==> config.mk <==
export PLATFORM = sky130hd
export DESIGN_NAME = irq_event_unit
export DESIGN_NICKNAME = d
export VERILOG_FILES = /design/src/rtl/irq_event_pkg.sv /design/src/rtl/evt_change_det.sv /design/src/rtl/flag_bank.sv /design/src/rtl/irq_out_drv.sv /design/src/rtl/irq_event_unit.sv
export SDC_FILE = /design/constraint.sdc
export NUM_CORES = 1
export LEC_CHECK = 0
export ABC_AREA = 1
export BUFFER_PORTS_ARGS = -buffer_cell sky130_fd_sc_hd__buf_2
export CORE_UTILIZATION = 47
export CTS_CLUSTER_SIZE = 12
export DETAILED_ROUTE_END_ITERATION = 12
export PLACE_DENSITY_LB_ADDON = 0.2
export RECOVER_POWER = 25
export SLEW_MARGIN = 20
export SYNTH_ARGS = -nofsm -noshare
export SYNTH_HDL_FRONTEND = slang
export SYNTH_SLANG_ARGS = --single-unit
==> constraint.sdc <==
create_clock -name clk -period 2.6 [get_ports clk]
set_clock_uncertainty 0.2 [all_clocks]
set_input_delay 0.39 -clock clk [delete_from_list [all_inputs] [get_ports clk]]
set_output_delay 0.39 -clock clk [all_outputs]
set_load 0.005 [all_outputs]
==> src/rtl/irq_event_pkg.sv <==
package irq_event_pkg;
  localparam int FS_W   = 7;
  localparam int BYTE_W = 8;

  // mask register bit positions (decoded by the host driver)
  localparam int MB_CNT = 0;
  localparam int MB_FS  = 1;
  localparam int MB_OOR = 2;
  localparam int MB_POL = 3;
  localparam int MB_MS  = 6;

  // identify byte bit positions
  localparam int IB_FSMS = 0;
  localparam int IB_OOR  = 3;
  localparam int IB_CNT  = 5;
  localparam int IB_DAV  = 6;
  localparam int IB_ONE  = 7;

  function automatic logic code_moved(input logic [FS_W-1:0] prev,
                                      input logic [FS_W-1:0] cur);
    return |(prev ^ cur);
  endfunction

  function automatic logic apply_pol(input logic raw, input logic act_low);
    return act_low ? ~raw : raw;
  endfunction
endpackage

==> src/rtl/evt_change_det.sv <==
module evt_change_det
  import irq_event_pkg::*;
#(
  parameter int CW = FS_W
) (
  input  logic          clk,
  input  logic          rst_n,
  input  logic [CW-1:0] code,
  input  logic          st,
  output logic          code_chg,
  output logic          st_chg
);
  logic [CW-1:0] prev_code;
  logic          prev_st;
  logic          prev_vld;

  always_ff @(posedge clk or negedge rst_n) begin
    if (!rst_n) begin
      prev_code <= '0;
      prev_st   <= 1'b0;
      prev_vld  <= 1'b0;
    end else begin
      prev_code <= code;
      prev_st   <= st;
      prev_vld  <= 1'b1;
    end
  end

  assign code_chg = prev_vld && |(prev_code ^ code);
  assign st_chg   = prev_vld && (prev_st != st);

  // an unchanged code yields no event
  a_r8_quiet: assert property (@(posedge clk) disable iff (!rst_n)
    (code == $past(code)) |-> !code_chg);
  // a flipped stereo bit after the first cycle yields an event
  a_r9_flip: assert property (@(posedge clk) disable iff (!rst_n)
    (prev_vld && st != $past(st)) |-> st_chg);
endmodule

==> src/rtl/flag_bank.sv <==
module flag_bank (
  input  logic clk,
  input  logic rst_n,
  input  logic set_cnt,
  input  logic set_oor,
  input  logic set_fsms,
  input  logic clr_ctl,
  input  logic clr_stn,
  output logic cnt_f,
  output logic oor_f,
  output logic fsms_f
);
  always_ff @(posedge clk or negedge rst_n) begin
    if (!rst_n) begin
      cnt_f  <= 1'b0;
      oor_f  <= 1'b0;
      fsms_f <= 1'b0;
    end else begin
      cnt_f  <= set_cnt  | (cnt_f  & ~clr_ctl);
      oor_f  <= set_oor  | (oor_f  & ~clr_ctl);
      fsms_f <= set_fsms | (fsms_f & ~clr_stn);
    end
  end

  // a flag holds until its clearing read
  a_r4_hold: assert property (@(posedge clk) disable iff (!rst_n)
    (cnt_f && !clr_ctl) |=> cnt_f);
  // control-status read clears counter and out-of-range flags
  a_r5_clear: assert property (@(posedge clk) disable iff (!rst_n)
    (clr_ctl && !set_cnt && !set_oor) |=> (!cnt_f && !oor_f));
  // station-status read clears the change flag
  a_r6_clear: assert property (@(posedge clk) disable iff (!rst_n)
    (clr_stn && !set_fsms) |=> !fsms_f);
  // setting wins over clearing
  a_r7_setwins: assert property (@(posedge clk) disable iff (!rst_n)
    set_fsms |=> fsms_f);
endmodule

==> src/rtl/irq_out_drv.sv <==
module irq_out_drv
  import irq_event_pkg::*;
(
  input  logic clk,
  input  logic rst_n,
  input  logic raw_req,
  input  logic act_low,
  input  logic route_wr,
  input  logic sp_dout,
  input  logic sp_oe,
  output logic irq_req,
  output logic line_out,
  output logic line_oe
);
  logic routed;

  always_ff @(posedge clk or negedge rst_n) begin
    if (!rst_n) routed <= 1'b0;
    else if (route_wr) routed <= 1'b1;
  end

  assign irq_req  = apply_pol(raw_req, act_low);
  assign line_out = routed ? irq_req : sp_dout;
  assign line_oe  = routed ? 1'b1 : sp_oe;

  // routing is sticky
  a_r11_sticky: assert property (@(posedge clk) disable iff (!rst_n)
    routed |=> routed);
  // a routed line carries the request
  a_r11_drive: assert property (@(posedge clk) disable iff (!rst_n)
    routed |-> (line_oe && line_out == irq_req));
  // an idle request sits at the inactive level
  a_r10_idle: assert property (@(posedge clk) disable iff (!rst_n)
    !raw_req |-> (irq_req == act_low));
endmodule

==> src/rtl/irq_event_unit.sv <==
module irq_event_unit
  import irq_event_pkg::*;
#(
  parameter int CODE_W = FS_W,
  parameter int REG_W  = BYTE_W
) (
  input  logic              clk,
  input  logic              rst_n,
  input  logic              mask_wr,
  input  logic [REG_W-1:0]  mask_wdata,
  input  logic              route_wr,
  input  logic              ctl_rd,
  input  logic              stn_rd,
  input  logic              cnt_done,
  input  logic              loop_oor,
  input  logic [CODE_W-1:0] fs_code,
  input  logic              stereo,
  input  logic              dav,
  input  logic              sp_dout,
  input  logic              sp_oe,
  output logic [REG_W-1:0]  irq_id,
  output logic              irq_req,
  output logic              line_out,
  output logic              line_oe
);
  logic en_cnt, en_fs, en_oor, en_ms, act_low;
  logic fs_chg, ms_chg;
  logic set_cnt, set_oor, set_fsms;
  logic cnt_f, oor_f, fsms_f;
  logic raw_req;
  logic unused_wbits;

  assign unused_wbits = ^{mask_wdata[REG_W-1], mask_wdata[5:4]};

  always_ff @(posedge clk or negedge rst_n) begin
    if (!rst_n) begin
      en_cnt  <= 1'b0;
      en_fs   <= 1'b0;
      en_oor  <= 1'b0;
      en_ms   <= 1'b0;
      act_low <= 1'b0;
    end else if (mask_wr) begin
      en_cnt  <= mask_wdata[MB_CNT];
      en_fs   <= mask_wdata[MB_FS];
      en_oor  <= mask_wdata[MB_OOR];
      en_ms   <= mask_wdata[MB_MS];
      act_low <= mask_wdata[MB_POL];
    end
  end

  evt_change_det #(.CW(CODE_W)) u_det (
    .clk(clk), .rst_n(rst_n), .code(fs_code), .st(stereo),
    .code_chg(fs_chg), .st_chg(ms_chg)
  );

  assign set_cnt  = cnt_done & en_cnt;
  assign set_oor  = loop_oor & en_oor;
  assign set_fsms = (fs_chg & en_fs) | (ms_chg & en_ms);

  flag_bank u_flags (
    .clk(clk), .rst_n(rst_n),
    .set_cnt(set_cnt), .set_oor(set_oor), .set_fsms(set_fsms),
    .clr_ctl(ctl_rd), .clr_stn(stn_rd),
    .cnt_f(cnt_f), .oor_f(oor_f), .fsms_f(fsms_f)
  );

  always_comb begin
    irq_id          = '0;
    irq_id[IB_ONE]  = 1'b1;
    irq_id[IB_DAV]  = dav;
    irq_id[IB_CNT]  = cnt_f;
    irq_id[IB_OOR]  = oor_f;
    irq_id[IB_FSMS] = fsms_f;
  end

  assign raw_req = cnt_f | oor_f | fsms_f | dav;

  irq_out_drv u_out (
    .clk(clk), .rst_n(rst_n), .raw_req(raw_req), .act_low(act_low),
    .route_wr(route_wr), .sp_dout(sp_dout), .sp_oe(sp_oe),
    .irq_req(irq_req), .line_out(line_out), .line_oe(line_oe)
  );

  // a masked-off counter event leaves no flag
  a_r2_masked: assert property (@(posedge clk) disable iff (!rst_n)
    (!irq_id[IB_CNT] && !(cnt_done && en_cnt)) |=> !irq_id[IB_CNT]);
  // reserved identify bits
  a_r3_layout: assert property (@(posedge clk) disable iff (!rst_n)
    irq_id[IB_ONE] && !irq_id[4] && !irq_id[2] && !irq_id[1]);
endmodule

-- Word level (Yosys, flattened, before mapping)
Cells that the tools add are included.
- reductions and logical operators: 3
- equal/unequal tests: 1
- bitwise gates (word level): 18
- mux-type cells: 3
- operators by type and width (operator ; number):
    1-bit bitwise AND ; 7
    1-bit OR ; 7
    7-bit OR reduction ; 1
    7-bit bitwise XOR ; 1
    1-bit two-way mux ; 3
    1-bit inverter ; 3
    1-bit logical AND ; 2
    1-bit inequality test ; 1
- bits in registers: 18
- output and inout port bits: 11
- word-level logic and storage cells: 37
- input bits: 27

-- Longest topological paths before layout
- depth after elaboration: 6
- gate-level depth with buffers: 8

-- By module
A second synthesis with hierarchy kept.
- cells, all modules: 117
- area, all modules: 877.1 µm²
- by module, submodules not included (module ; area an instance (µm²) ; times used ; cells an instance):
    evt_change_det ; 395.4 ; 1 ; 50
    irq_event_unit ; 290.3 ; 1 ; 41
    flag_bank ; 116.4 ; 1 ; 14
    irq_out_drv ; 75.1 ; 1 ; 12

-- Worst setup path after synthesis
Ideal clock, no wire load.
- path type: register to output
- start: register u_flags.oor_f
- end: output line_out
- stages on the path, launching flop included: 6
- path slack: 1.131 ns
- path buffers: 0
- arrival: 0.879 ns
- cell sequence: dfrtp_1 nor2_1 nand3_1 xor2_1 nand2_1 o21ai_2
- cells in the longest elaborated chain, start to end: 6
- ends and longest elaborated chain (element ; RTL line ; source):
    start, declared ; flag_bank.sv:10 ; output logic oor_f,
    start signal, assigned ; flag_bank.sv:20 ; oor_f <= set_oor | (oor_f & ~clr_ctl);
    1-bit OR (*) (3 in series) ; irq_event_unit.sv:76 ; assign raw_req = cnt_f | oor_f | fsms_f | dav;
    1-bit inverter ; irq_event_pkg.sv:25 ; return act_low ? ~raw : raw;
    1-bit two-way mux (*) ; irq_event_pkg.sv:25 ;
    via irq_req ; irq_event_unit.sv:22 ; output logic irq_req,
    1-bit two-way mux (*) ; irq_out_drv.sv:23 ; assign line_out = routed ? irq_req : sp_dout;
    end, declared ; irq_event_unit.sv:23 ; output logic line_out,
The timed path passes the listed nets; every way through them passes the cells marked *.

-- Worst setup path in the final report
- start: register u_flags.oor_f
- end: output line_out
- cells in the longest elaborated chain, start to end: 6
- ends and longest elaborated chain (element ; RTL line):
    1-bit OR (*) (3 in series) ; irq_event_unit.sv:76
    1-bit inverter ; irq_event_pkg.sv:25
    1-bit two-way mux (*) ; irq_event_pkg.sv:25
    1-bit two-way mux (*) ; irq_out_drv.sv:23
Every way passes the cells marked *; elsewhere a longest branch is shown, timed or not.

==> flow_summary.json <==
{
  "drt_wl_total_um": 1210,
  "cp_max_fo": 3,
  "cts_tree": "built",
  "cts_sinks": 18,
  "critical_path_class": "reg2out",
  "fin_tns_setup_ns": 0,
  "htreeDepth": 1,
  "grt_antenna_before_repair": 0,
  "finalMaxSlewViolations": 0,
  "grt_pass1_wl_um": 2010,
  "synth_area_leaders": "dfrtp_1 (57%), nand2_1 (8.0%), buf_4 (7.5%)",
  "synth_cell_types": 14,
  "root_buffer": "clkbuf_4",
  "ys_seq_area_share_pct": 56.6,
  "max_freq_ghz": 0.532,
  "fin_util_pct": 61.9,
  "netlist_area_um2": 796,
  "drt_first_pass_iters": 2,
  "ys_ff_latch": 18,
  "area.growth.synth_to_final_pct": 19.8,
  "clk_latency_ns": 0.28,
  "cts_buffers": 3,
  "io_buffers": 30,
  "yosys.area.top_type_share_pct": 56.6,
  "hpwl_um": 963,
  "cts_max_path_buffers": 2,
  "post_drt_wl_per_cell_um": 9.66,
  "routed-wl-met2_um": 604,
  "nNetsFinal": 137,
  "syn_avg_cell_area_um2": 10.1,
  "cts_resized": 0,
  "initial_core_util_pct": 51.6,
  "avgViaCountPerCell": 4.46,
  "p_per_area_nw_per_um2": 583,
  "grt_pass1_vias": 532,
  "ant_nets": 0,
  "status": "complete, no violations",
  "ios": 38,
  "synthMuxAreaShare_pct": 7.08,
  "diodes": 0,
  "placed_area_um2": 917,
  "hold_slack_ns": 0.0342,
  "peakVddDrop_mv": 0.379,
  "dieHeight_um": 43.1,
  "die-area_um2": 1860,
  "finalHoldViolations": 0,
  "clkTransAtPathRegs_ns": 0.10,
  "cp.required_ns": 2.01,
  "synth_top_family_by_area": "simple AND/OR/NAND/NOR gates",
  "syn_inst": 79,
  "gp_congestion": 0.671,
  "period_minus_slack_ns": 1.88,
  "synth_compound_area_share_pct": 2.36,
  "fp-row-count": 14,
  "end_kind": "output port",
  "nFillCells": 130,
  "fp.dieW_um": 43.1,
  "drive_gt1_share_pct": 33.0,
  "grt_use_total_pct": 14.6,
  "yosys_warnings": 0,
  "drc_errors": 0,
  "synth.largest_area_cell": "dfrtp_1",
  "p_leak_nw": 0.496,
  "drtIter0Drc": 5,
  "maxCapViolCount": 0,
  "synth_adder_area_share_pct": 0,
  "yosys.area_share.simple_pct": 15.3,
  "grt_start_max_net_pins": 19,
  "wl_met3_um": 56,
  "rsz0062_at_grt": "no",
  "power.total_w": 0.000556,
  "synth_xor_area_share_pct": 5.50,
  "hold_class": "in2reg",
  "highest_layer": "met4",
  "stdcell_area_um2": 953,
  "vias": 558,
  "fin_crit_sh_pct": 72.2,
  "worstSetupStartpointType": "flop",
  "cp.arrival_ns": 1.29,
  "finalSetupViolCount": 0,
  "overflow": 0,
  "met1_length_um": 537,
  "core_area_um2": 1540
}
## power breakdown
group	internal (W)	total [W]	switching [W]
combinational	0.0000417	0.0000794	0.0000377
sequential	0.000301	0.000311	0.0000106
clock	0.0000851	0.000165	0.0000799
total	0.000427	0.000556	0.000128
## what timing repair did
action,in CTS,in global routing
setup buffers,0,0
hold buffers,1,0
setup endpoints to repair,0,0
hold endpoints to repair,18,0
## layout make-up
| class | instances | area [um^2] | area share, % |
|---|---|---|---|
| flip-flops and latches | 18 | 450 | 47.2 |
| multi-input cells | 46 | 259 | 27.2 |
| repair buffers | 31 | 150 | 15.7 |
| inverters | 10 | 37.5 | 3.94 |
| clock buffers | 4 | 36.3 | 3.81 |
| well taps | 16 | 20.0 | 2.10 |
## metal layers
metal	vias to the layer above	track usage [%]
met5	-	0
met4	0	7.27
met3	2	3.83
met2	15	24.2
met1	251	17.3
li1	290	-
## per-stage QoR
stage	std cells	worst slack [ns]
2_1_floorplan	82	1.13
3_3_place_gp	120	0.943
3_5_place_dp	120	0.931
4_1_cts	125	0.692
5_1_grt	125	0.611
6_report	125	0.722
## cell usage after synthesis
library cell / n
dfrtp_1: 18
nand2_1: 17
inv_1: 10
buf_4: 8
mux2_2: 5
or2_2: 4
nand3_1: 3
nor2_1: 3
xnor2_1: 3
conb_1: 2
o21ai_0: 2
xor2_1: 2
nand4_1: 1
o21ai_2: 1
## registers in the layout, summed over array words and instances, names as in the netlist
name             cells
act_low              1
en_fs                1
u_flags.cnt_f        1
u_flags.oor_f        1
en_cnt               1
u_flags.fsms_f       1
u_det.prev_vld       1
en_oor               1
u_det.prev_code      7
en_ms                1
u_out.routed         1
u_det.prev_st        1
## final timing paths
path / startpoint / endpoint / slack (ns) / cells after the start
hold reg to reg: en_oor$_DFFE_PN0P_ / u_flags.oor_f$_DFF_PN0_ / 0.29 / 2
min in group asynchronous: rst_n / u_det.prev_code[4]$_DFF_PN0_ / 0.37 / 2
hold / removal: fs_code[3] / u_det.prev_code[3]$_DFF_PN0_ / 0.03 / 1
max in group asynchronous: rst_n / u_out.routed$_DFFE_PN0P_ / 1.55 / 2
setup reg to reg: u_det.prev_code[2]$_DFF_PN0_ / u_flags.fsms_f$_DFF_PN0_ / 1.42 / 6
setup / recovery: u_flags.oor_f$_DFF_PN0_ / line_out / 0.72 / 6
## worst max-delay path, stage by stage (launching register included)
cell and delay, ns:
dfrtp_1 0.40, nor2_1 0.11, nand3_1 0.08, xor2_1 0.16, nand2_1 0.08, o21ai_2 0.05, buf_2 0.12
## logic make-up after synthesis
group | count (synthesis)
AO/OA/AOI/OAI | 3
XOR/XNOR | 5
buffers and inverters | 18
flip-flops | 18
multiplexers | 5
other | 2
AND/OR/NAND/NOR | 28
## layout by cell type, fill, tap and decap left out, drive strengths merged
cell type    count
xor2             2
or2              4
nand3            3
clkbuf          12
o21ai            3
dfrtp           18
dlygate4sd3      1
xnor2            3
conb             5
nand4            1
nand2           17
mux2             5
inv             10
nor2             3
buf             22
No activity file was read; power rests on OpenSTA's default activity.
